--- config.mk ---
export PLATFORM = sky130hd
export DESIGN_NAME = src_router
export DESIGN_NICKNAME = d
export VERILOG_FILES = /design/src/rtl/src_router.sv
export SDC_FILE = /design/constraint.sdc
export NUM_CORES = 1
export LEC_CHECK = 0
export BUFFER_PORTS_ARGS = -buffer_cell sky130_fd_sc_hd__buf_2
export CAP_MARGIN = 10
export CORE_ASPECT_RATIO = 0.75
export CORE_UTILIZATION = 60
export DETAILED_ROUTE_END_ITERATION = 12
export MAX_ROUTING_LAYER = met4
export PLACE_DENSITY = 0.88
export SLEW_MARGIN = 25
export SYNTH_ARGS = -nofsm -noshare
export SYNTH_HDL_FRONTEND = slang
export SYNTH_SLANG_ARGS = --single-unit
--- constraint.sdc ---
create_clock -name clk -period 4.5 [get_ports clk]
set_input_delay 0.45 -clock clk [delete_from_list [all_inputs] [get_ports clk]]
set_output_delay 0.45 -clock clk [all_outputs]
set_load 0.01 [all_outputs]
--- src/rtl/src_router.sv ---
module src_router #(
  parameter int N_PORTS = 4,
  parameter int WORD_W  = 32,
  parameter int HOP_W   = 3
) (
  input  logic                        clk,
  input  logic                        rst_n,
  input  logic [N_PORTS-1:0]          in_vld,
  input  logic [N_PORTS*2-1:0]        in_idx,
  input  logic [N_PORTS*WORD_W-1:0]   in_word,
  input  logic [N_PORTS-1:0]          in_eop,
  output logic [N_PORTS-1:0]          out_vld,
  output logic [N_PORTS*2-1:0]        out_idx,
  output logic [N_PORTS*WORD_W-1:0]   out_word,
  output logic [N_PORTS-1:0]          out_eop,
  output logic [N_PORTS-1:0]          out_clash
);
  localparam int FLIT_WORDS = 3;
  localparam int IDX_W      = 2;

  typedef struct packed {
    logic              vld;
    logic [IDX_W-1:0]  idx;
    logic [WORD_W-1:0] word;
    logic              eop;
    logic [HOP_W-1:0]  port;
  } slot_t;

  slot_t tail [N_PORTS];

  for (genvar i = 0; i < N_PORTS; i++) begin : g_in
    logic              vld_i, eop_i, busy, hdr;
    logic [IDX_W-1:0]  idx_i;
    logic [WORD_W-1:0] w_i;
    logic [HOP_W-1:0]  lat;
    slot_t             nx;
    slot_t             stg [FLIT_WORDS];

    assign vld_i = in_vld[i];
    assign eop_i = in_eop[i];
    assign idx_i = in_idx[i*IDX_W +: IDX_W];
    assign w_i   = in_word[i*WORD_W +: WORD_W];
    assign hdr   = vld_i && (idx_i == '0) && !busy;

    assign nx.vld  = vld_i;
    assign nx.idx  = idx_i;
    assign nx.eop  = eop_i;
    assign nx.word = hdr ? (w_i >> HOP_W) : w_i;
    assign nx.port = hdr ? w_i[HOP_W-1:0] : lat;

    always_ff @(posedge clk) begin
      if (!rst_n) begin
        busy <= 1'b0;
        lat  <= '0;
        for (int k = 0; k < FLIT_WORDS; k++) stg[k] <= '0;
      end else begin
        if (vld_i) begin
          if (eop_i)    busy <= 1'b0;
          else if (hdr) busy <= 1'b1;
          if (hdr)      lat  <= w_i[HOP_W-1:0];
        end
        stg[0] <= nx;
        for (int k = 1; k < FLIT_WORDS; k++) stg[k] <= stg[k-1];
      end
    end

    assign tail[i] = stg[FLIT_WORDS-1];
  end

  always_comb begin
    out_vld   = '0;
    out_idx   = '0;
    out_word  = '0;
    out_eop   = '0;
    out_clash = '0;
    for (int o = 0; o < N_PORTS; o++) begin
      for (int i = 0; i < N_PORTS; i++) begin
        if (tail[i].vld && tail[i].port == HOP_W'(o)) begin
          if (!out_vld[o]) begin
            out_vld[o]                   = 1'b1;
            out_idx[o*IDX_W +: IDX_W]    = tail[i].idx;
            out_word[o*WORD_W +: WORD_W] = tail[i].word;
            out_eop[o]                   = tail[i].eop;
          end else begin
            out_clash[o] = 1'b1;
          end
        end
      end
    end
  end
endmodule


======== Word level (Yosys, flattened, before mapping) ========
Memories as Yosys holds them, arrays and structs flattened.
Index checks and enable logic that the tools add are counted.
operators by class
  add/sub/neg operators ................... 0
  multipliers ............................. 0
  divide/modulo/power cells ............... 0
  order comparisons ....................... 0
  equal/unequal tests ..................... 12
  shift-type cells ........................ 0
  multiplexer cells ....................... 154
  bitwise logic cells ..................... 12
  reductions and logical operators ........ 44
operators by type and width
  cell                                                  number
  2-to-1 mux 32 bit                                     32
  2-to-1 mux 39 bit                                     12
  2-to-1 mux 1 bit                                      78
  2-to-1 mux 2 bit                                      28
  equality test 3 x 2 -> 1 bit (second input constant)  8
  logical AND 1 bit                                     24
  equality test 3 x 1 -> 1 bit (second input constant)  4
  zero test 3 bit                                       4
  2-to-1 mux 3 bit                                      4
  bitwise OR 1 bit                                      12
  zero test 2 bit                                       4
  AND reduction 2 bit                                   4
  nonzero test 2 bit                                    4
  zero test 1 bit                                       4
word-level totals
  register bits after elaboration ......... 16
  bits in latches ......................... 0
  memory bits (writable) .................. 468
  ROM bits ................................ 0
  memories kept ........................... 4
memories
  memory       depth  bits a word  read ports  clocked after memory_dff  wr ports  line  text
  g_in[0].stg  3      39           3           0                         3         37    slot_t stg [FLIT_WORDS];
  g_in[1].stg  3      39           3           0                         3         37
  g_in[2].stg  3      39           3           0                         3         37
  g_in[3].stg  3      39           3           0                         3         37

======== Longest topological paths before layout ========
Gate-level depths: netlist (run 1).
  depth in word-level cells ............... 9
  mapped depth ............................ 6
  mapped depth without buffers ............ 4

======== Worst setup path after synthesis (run 1) ========
No wires, ideal clock.
  path kind ............................... register -> output
  from .................................... mem g_in[2].stg[0][78] in the netlist's numbering
  to ...................................... out out_word[10]
  arrival time ............................ 1.596 ns
  path slack .............................. 2.454 ns
  cell stages (with the launch flop) ...... 6
  buffers on the path ..................... 1
  cell sequence ........................... dfxtp_1 or4b_1 nor2_4 buf_2 a221oi_1 o2bb2ai_1
RTL lines
  item             line  text
  start, declared  37
  end, declared    14    output logic [N_PORTS*WORD_W-1:0] out_word,

==> impl_metrics.env, run 1 <==
export IMPL_holdBufCountCts=0
export IMPL_io_buffers=293
export IMPL_clockRootBuffer="clkbuf_16"
export IMPL_maxSlewHeadroom_pct=26.28
export IMPL_combPwrFrac_pct=4.9
export IMPL_die_w_microns=202.3
export IMPL_endpoint_kind="output pin"
export IMPL_postSynthAreaPerCell_sq_um=9.640
export IMPL_reg2reg_slack_ns=2.32
export IMPL_grt_usage_pct=36.28
export IMPL_synth_cell_types=39
export IMPL_nNetsFinal=2241
export IMPL_synth_warnings=0
export IMPL_synth_top_family_by_area="simple AND/OR/NAND/NOR gates"
export IMPL_initial_core_util_pct=61.54
export IMPL_hp_start="in_word[62]"
export IMPL_avgRoutedWirePerCell_microns=22.24
export IMPL_busiest_layer="met2"
export IMPL_synth_area_leader_cell="dfxtp_1"
export IMPL_layout_cells_non_filler=2519
export IMPL_rr_worst_depth=4
export IMPL_worstMarginPinSlew_ns=1.103
export IMPL_synthXorXnorAreaFrac_pct=0
export IMPL_syn_nets=2018
export IMPL_ys_top_cells_by_area="dfxtp_1 (54%), and2_1 (11%), a221oi_1 (6.8%), o2bb2ai_1 (6.8%), a21boi_0 (5.8%)"
export IMPL_hold_class="in2reg"
export IMPL_grt_overflow=0
export IMPL_synth_compound_area_share_pct=19.70
export IMPL_worst_setup_path_start_kind="register"
export IMPL_path_class="reg2out"
export IMPL_rows=54
export IMPL_cts_sinks=484
export IMPL_drt_first_iter_violations=2056
export IMPL_insertion_delay_ns=0.54
export IMPL_syn_area_sq_um=18050
export IMPL_vias=15330
export IMPL_seq_area_frac_synth_pct=53.69
export IMPL_post_route_cells_drive_above_1_share_pct=19.51
export IMPL_critical_path_arrival_ns=3.08
export IMPL_synth_top_area_share_pct=53.69
export IMPL_ctsHtreeMaxLevel=2
export IMPL_crit_start="g_in[1].stg[0][79]"
export IMPL_synth_edf_count=0
export IMPL_ir_drop_v=0.0003096
export IMPL_syn2layout_area_growth_pct=18.53
export IMPL_ctsResizeCount=0
export IMPL_core_area_sq_um=29320
export IMPL_antenna_found_initial=6
export IMPL_async_flop_share_pct=0
export IMPL_clk_pin_slew_ns=0.06
export IMPL_placed_cells=2441
export IMPL_met2_usage_pct=53.34
export IMPL_grt_setup_unrepaired="false"
export IMPL_dr_pass1_iters=6
export IMPL_switchingPower_mw=1.926
export IMPL_setup_viol=0
export IMPL_cap_violations=0
export IMPL_power_density_nw_per_um2=427.2
export IMPL_ys_top_cells_by_count="dfxtp_1 (484), and2_1 (328), nand2_1 (268), nor2_1 (149)"
export IMPL_drc=0
export IMPL_cts_setup_buffers=0
export IMPL_ant_nets=0
export IMPL_grt_max_degree=225
export IMPL_skew_ns=0.01814
export IMPL_clock_power_share_pct=45.1
export IMPL_synth_simple_area_share_pct=22.97
export IMPL_whs_path_depth=2
export IMPL_ios=294
export IMPL_die_h_microns=152.2
export IMPL_max_freq_ghz=0.2831
export IMPL_synth_cells=1872
export IMPL_crit_required_ns=4.05
export IMPL_r2r_start="g_in[0].busy"
export IMPL_routed_wl_mm=56.02
export IMPL_cts_buffers=44
export IMPL_place_congestion=0.9685
export IMPL_r2r_end="g_in[0].stg[0][20]"
export IMPL_hpwl_mm=38.06
export IMPL_status="complete, no violations"
export IMPL_path_max_fanout=39
export IMPL_tns_ns=0
export IMPL_worstHoldEndpoint="g_in[1].stg[0][34]"
export IMPL_synth_seq_cells=484
export IMPL_met1_usage_pct=51.27
export IMPL_internal_power_mw=7.211
export IMPL_dieArea_sq_um=30780
export IMPL_finalHoldViolations=0
export IMPL_pwr_share_seq_pct=50.0
export IMPL_grt_pass1_vias=14070
export IMPL_cts_tree="built"
export IMPL_grt_pass1_wl_mm=83.61
export IMPL_grt_util_met3_pct=5.624
export IMPL_synth_main_ff_cell="dfxtp_1"
export IMPL_clk_path_buf_depth=3
export IMPL_sw_frac_of_total_pct=21.08
export IMPL_post_synth_mux_area_share_pct=0
export IMPL_power_leakage_nw=9.302
export IMPL_slew_viol_final=0
export IMPL_synth_adder_area_share_pct=0.1664
export IMPL_min_period_ns=3.532
export IMPL_finalCritPeriodShare_pct=78.50
export IMPL_yosysMostFrequentCell="dfxtp_1"
export IMPL_avgViaCountPerCell=6.086
[area by class of cell]
cell class,count,area (sq um)
fill,2065,7934
timing repair buffer,328,1770
clock buffer,55,1224
multi-input combinational,1237,7823
clock inverter,18,380.4
sequential,484,9689
antenna,5,12.51
tap,392,490.5
[metrics by stage]
step                      utilization, %  setup WS (ns)  hold WS, ns  power [mW]  area [sq um]
after detailed placement           67.40          1.596       0.4169       5.091         19760
final                              72.94         0.9675       0.1484       9.137         21390
after global placement             67.23          1.594       0.4130       5.074         19720
after global routing               72.93         0.9017       0.1571       9.372         21390
after CTS                          72.87          1.029       0.1403       9.140         21370
after floorplan                        -          2.454       0.4119       4.866         18050
[worst max-delay path: stages (launching register included)]
cell	delay, ns
dfxtp_1	0.50
nor4b_4	0.08
buf_4	0.32
nor2_4	0.92
a221oi_1	0.22
o2bb2ai_1	0.30
buf_2	0.18
[per-layer routing]
metal  vias up  wire [microns]
met4         0            1925
met3       177            6127
met1      7179           23610
li1       6919               -
met5         -               0
met2      1055           24360
[logic make-up (layout without fill, tap and decap cells)]
logic type                 count (synthesis)  in the layout
and+or+nand+nor                          804            804
buffers and inverters                    151            401
DFF                                      484            484
adders and majority gates                  3              3
other                                      0              5
AOI/OAI and AO/OA                        430            430
[layout by cell type (no fill, tap or decap), drive strengths merged, types with 3 or more instances in the layout]
master,count
and4b,3
and2,328
clkbuf,55
or4b,3
nand4bb,4
bufinv,11
a21oi,8
o2bb2ai,140
nor4b,6
and3,16
buf,328
nand3b,8
nor2,152
clkinv,5
nand2,268
a21boi,140
diode,5
maj3,3
dfxtp,484
a221oi,140
[power groups by stage]
stage / combinational (mW) / sequential, mW / clock [mW]
2_1_floorplan: 0.257 / 4.61 / 0
3_3_place_gp: 0.427 / 4.65 / 0
3_5_place_dp: 0.438 / 4.65 / 0
4_1_cts: 0.444 / 4.56 / 4.14
5_1_grt: 0.492 / 4.58 / 4.30
6_report: 0.452 / 4.56 / 4.12
[sequential cells by signal (all words and copies together) (netlist names)]
register	cells
g_in.busy	4
g_in.lat	12
g_in.stg	468
[how the worst max path moves through the flow]
| stage | end | slack (ns) | cells after the start |
|---|---|---|---|
| after floorplan | out_word[10] | 2.45 | 5 |
| after global placement | out_idx[2] | 1.59 | 6 |
| after detailed placement | out_word[95] | 1.60 | 6 |
| after CTS | out_word[2] | 1.03 | 6 |
| after global routing | out_word[11] | 0.90 | 6 |
| final | out_word[13] | 0.97 | 6 |
No activity file was read; power rests on OpenSTA's default activity.
==> run 2, diff against run 1 <==
CORE_UTILIZATION = 51   (was 60)
PLACE_DENSITY = 0.8   (was 0.88)
clock period = 3.16 ns   (was 4.5 ns; I/O delays follow)
==> run 2 against run 1 <==
- setup slack got worse by 0.82 ns
- combinational power grew 45%
- sequential power rose by 43%
- routed wire length rose by 3.5%
- largest cell class unchanged
- sequential cell count stayed put
- cell area grew 0.70%
- via count fell by 0.25%
- core utilization shrank 11 points
- critical endpoint is now out_word[15]
- clock power up 31%
==> impl_metrics.env, run 2 (synthesized netlist as in run 1, its figures left out) <==
export IMPL_power_density_nw_per_um2=582.7
export IMPL_worst_setup_path_start_kind="register"
export IMPL_io_buffers=293
export IMPL_clk_path_buf_depth=3
export IMPL_power_leakage_nw=9.358
export IMPL_layout_common_cells="dfxtp_1 (484), and2_1 (328), buf_2 (292)"
export IMPL_crit_required_ns=2.84
export IMPL_grt_overflow=0
export IMPL_grt_pass1_wl_mm=85.10
export IMPL_endpoint_kind="output pin"
export IMPL_ant_nets=0
export IMPL_grt_max_degree=139
export IMPL_die_h_microns=164.9
export IMPL_status="complete, no violations"
export IMPL_ios=294
export IMPL_largest_register="g_in.stg"
export IMPL_clockRootBuffer="clkbuf_16"
export IMPL_post_route_cells_drive_above_1_share_pct=20.42
export IMPL_vias=15290
export IMPL_cap_violations=0
export IMPL_grt_pass1_vias=14250
export IMPL_slew_viol_final=0
export IMPL_drc=0
export IMPL_avgRoutedWirePerCell_microns=22.17
export IMPL_largest_reg_flops=468
export IMPL_maxSlewHeadroom_pct=38.09
export IMPL_worstMarginPinSlew_ns=0.9259
export IMPL_place_congestion=0.9496
export IMPL_initial_core_util_pct=51.90
export IMPL_antenna_found_initial=5
export IMPL_min_period_ns=3.009
export IMPL_reg2reg_slack_ns=1.22
export IMPL_rows=59
export IMPL_dieArea_sq_um=36150
export IMPL_routed_wl_mm=58.00
export IMPL_setup_viol=0
export IMPL_nNetsFinal=2267
export IMPL_mostFrequentLayoutCell="dfxtp_1"
export IMPL_die_w_microns=219.2
export IMPL_cts_sinks=484
export IMPL_cts_setup_buffers=0
export IMPL_grt_setup_unrepaired="false"
export IMPL_biggestRegsByFlops="g_in.stg x468, g_in.lat x12, g_in.busy x4"
export IMPL_core_area_sq_um=34770
export IMPL_whs_ns=0.02102
export IMPL_syn2layout_area_growth_pct=19.36
export IMPL_cts_tree="built"
export IMPL_path_class="reg2out"
export IMPL_hpwl_mm=40.28
export IMPL_finalCritPeriodShare_pct=95.22
export IMPL_hold_class="in2reg"
export IMPL_path_max_fanout=26
export IMPL_drt_first_iter_violations=1808
export IMPL_dr_pass1_iters=9
export IMPL_cts_buffers=44
export IMPL_insertion_delay_ns=0.55
export IMPL_clk_pin_slew_ns=0.06
export IMPL_avgViaCountPerCell=5.846
export IMPL_critical_path_arrival_ns=2.69
export IMPL_max_freq_ghz=0.3324
export IMPL_ir_drop_v=0.0003817
export IMPL_grt_usage_pct=32.26
export IMPL_finalHoldViolations=0
export IMPL_tns_ns=0
export IMPL_ctsHtreeMaxLevel=2
export IMPL_skew_ns=0.01838
export IMPL_n_fill_cell=2913
==> run 2: power by group <==
group          internal [mW]  switching, mW  total [mW]
combinational          0.280          0.376       0.656
sequential              6.36          0.141        6.50
clock                   3.10           2.29        5.39
==> run 2: per-stage QoR <==
step           total power [mW]  instance area [sq um]  instances  setup slack (ns)  utilization, %
2_1_floorplan             6.929                  18050       1872             1.248               -
3_3_place_gp              7.254                  20010       2528            0.8324           57.55
3_5_place_dp              7.269                  20010       2528            0.7964           57.55
4_1_cts                   12.58                  21520       2611            0.2168           61.90
5_1_grt                   12.95                  21530       2614            0.1168           61.93
6_report                  12.55                  21540       2616            0.1511           61.95
==> run 2: worst max-delay path: stages (launching register included) <==
cell and delay, ns:
dfxtp_1 0.34, or4b_1 0.61, nor2_4 0.33, buf_12 0.25, a221oi_1 0.12, o2bb2ai_1 0.28, buf_2 0.19
==> run 2: layout make-up <==
cell class / count / area (sq um) / share of cell area, %
clock inverters: 15 / 151.4 / 0.7029
clock buffers: 65 / 1331 / 6.181
diodes: 4 / 10.01 / 0.04647
repair buffers: 354 / 1979 / 9.190
well taps: 457 / 571.8 / 2.655
flip-flops and latches: 484 / 9689 / 44.98
multi-input cells: 1237 / 7806 / 36.24
==> run 2: worst paths after layout <==
kind | endpoint | cells after the start | startpoint
worst max-delay path | out_word[15] | 6 | g_in[2].stg[0][78]
worst min-delay path | g_in[1].stg[0][34] | 2 | in_word[62]
worst max register to register | g_in[2].stg[0][18] | 4 | g_in[2].busy
worst min register to register | g_in[3].stg[0][111] | 1 | g_in[3].stg[0][72]
==> run 2: routing by layer <==
layer	share of wire [%]	vias up	wire, microns	track usage (%)
li1	-	6968	-	-
met1	44	7245	25700	44.85
met2	42	921	24160	46.23
met3	11	158	6332	7.698
met4	3.1	0	1802	9.628
met5	0	-	0	-
==> run 2: timing repair <==
| action | in CTS | in global routing |
|---|---|---|
| hold buffers | 3 | 0 |
| endpoints found under the hold margin | 3 | 0 |
| setup endpoints to repair | 0 | 0 |
| gates resized for setup | 0 | 0 |
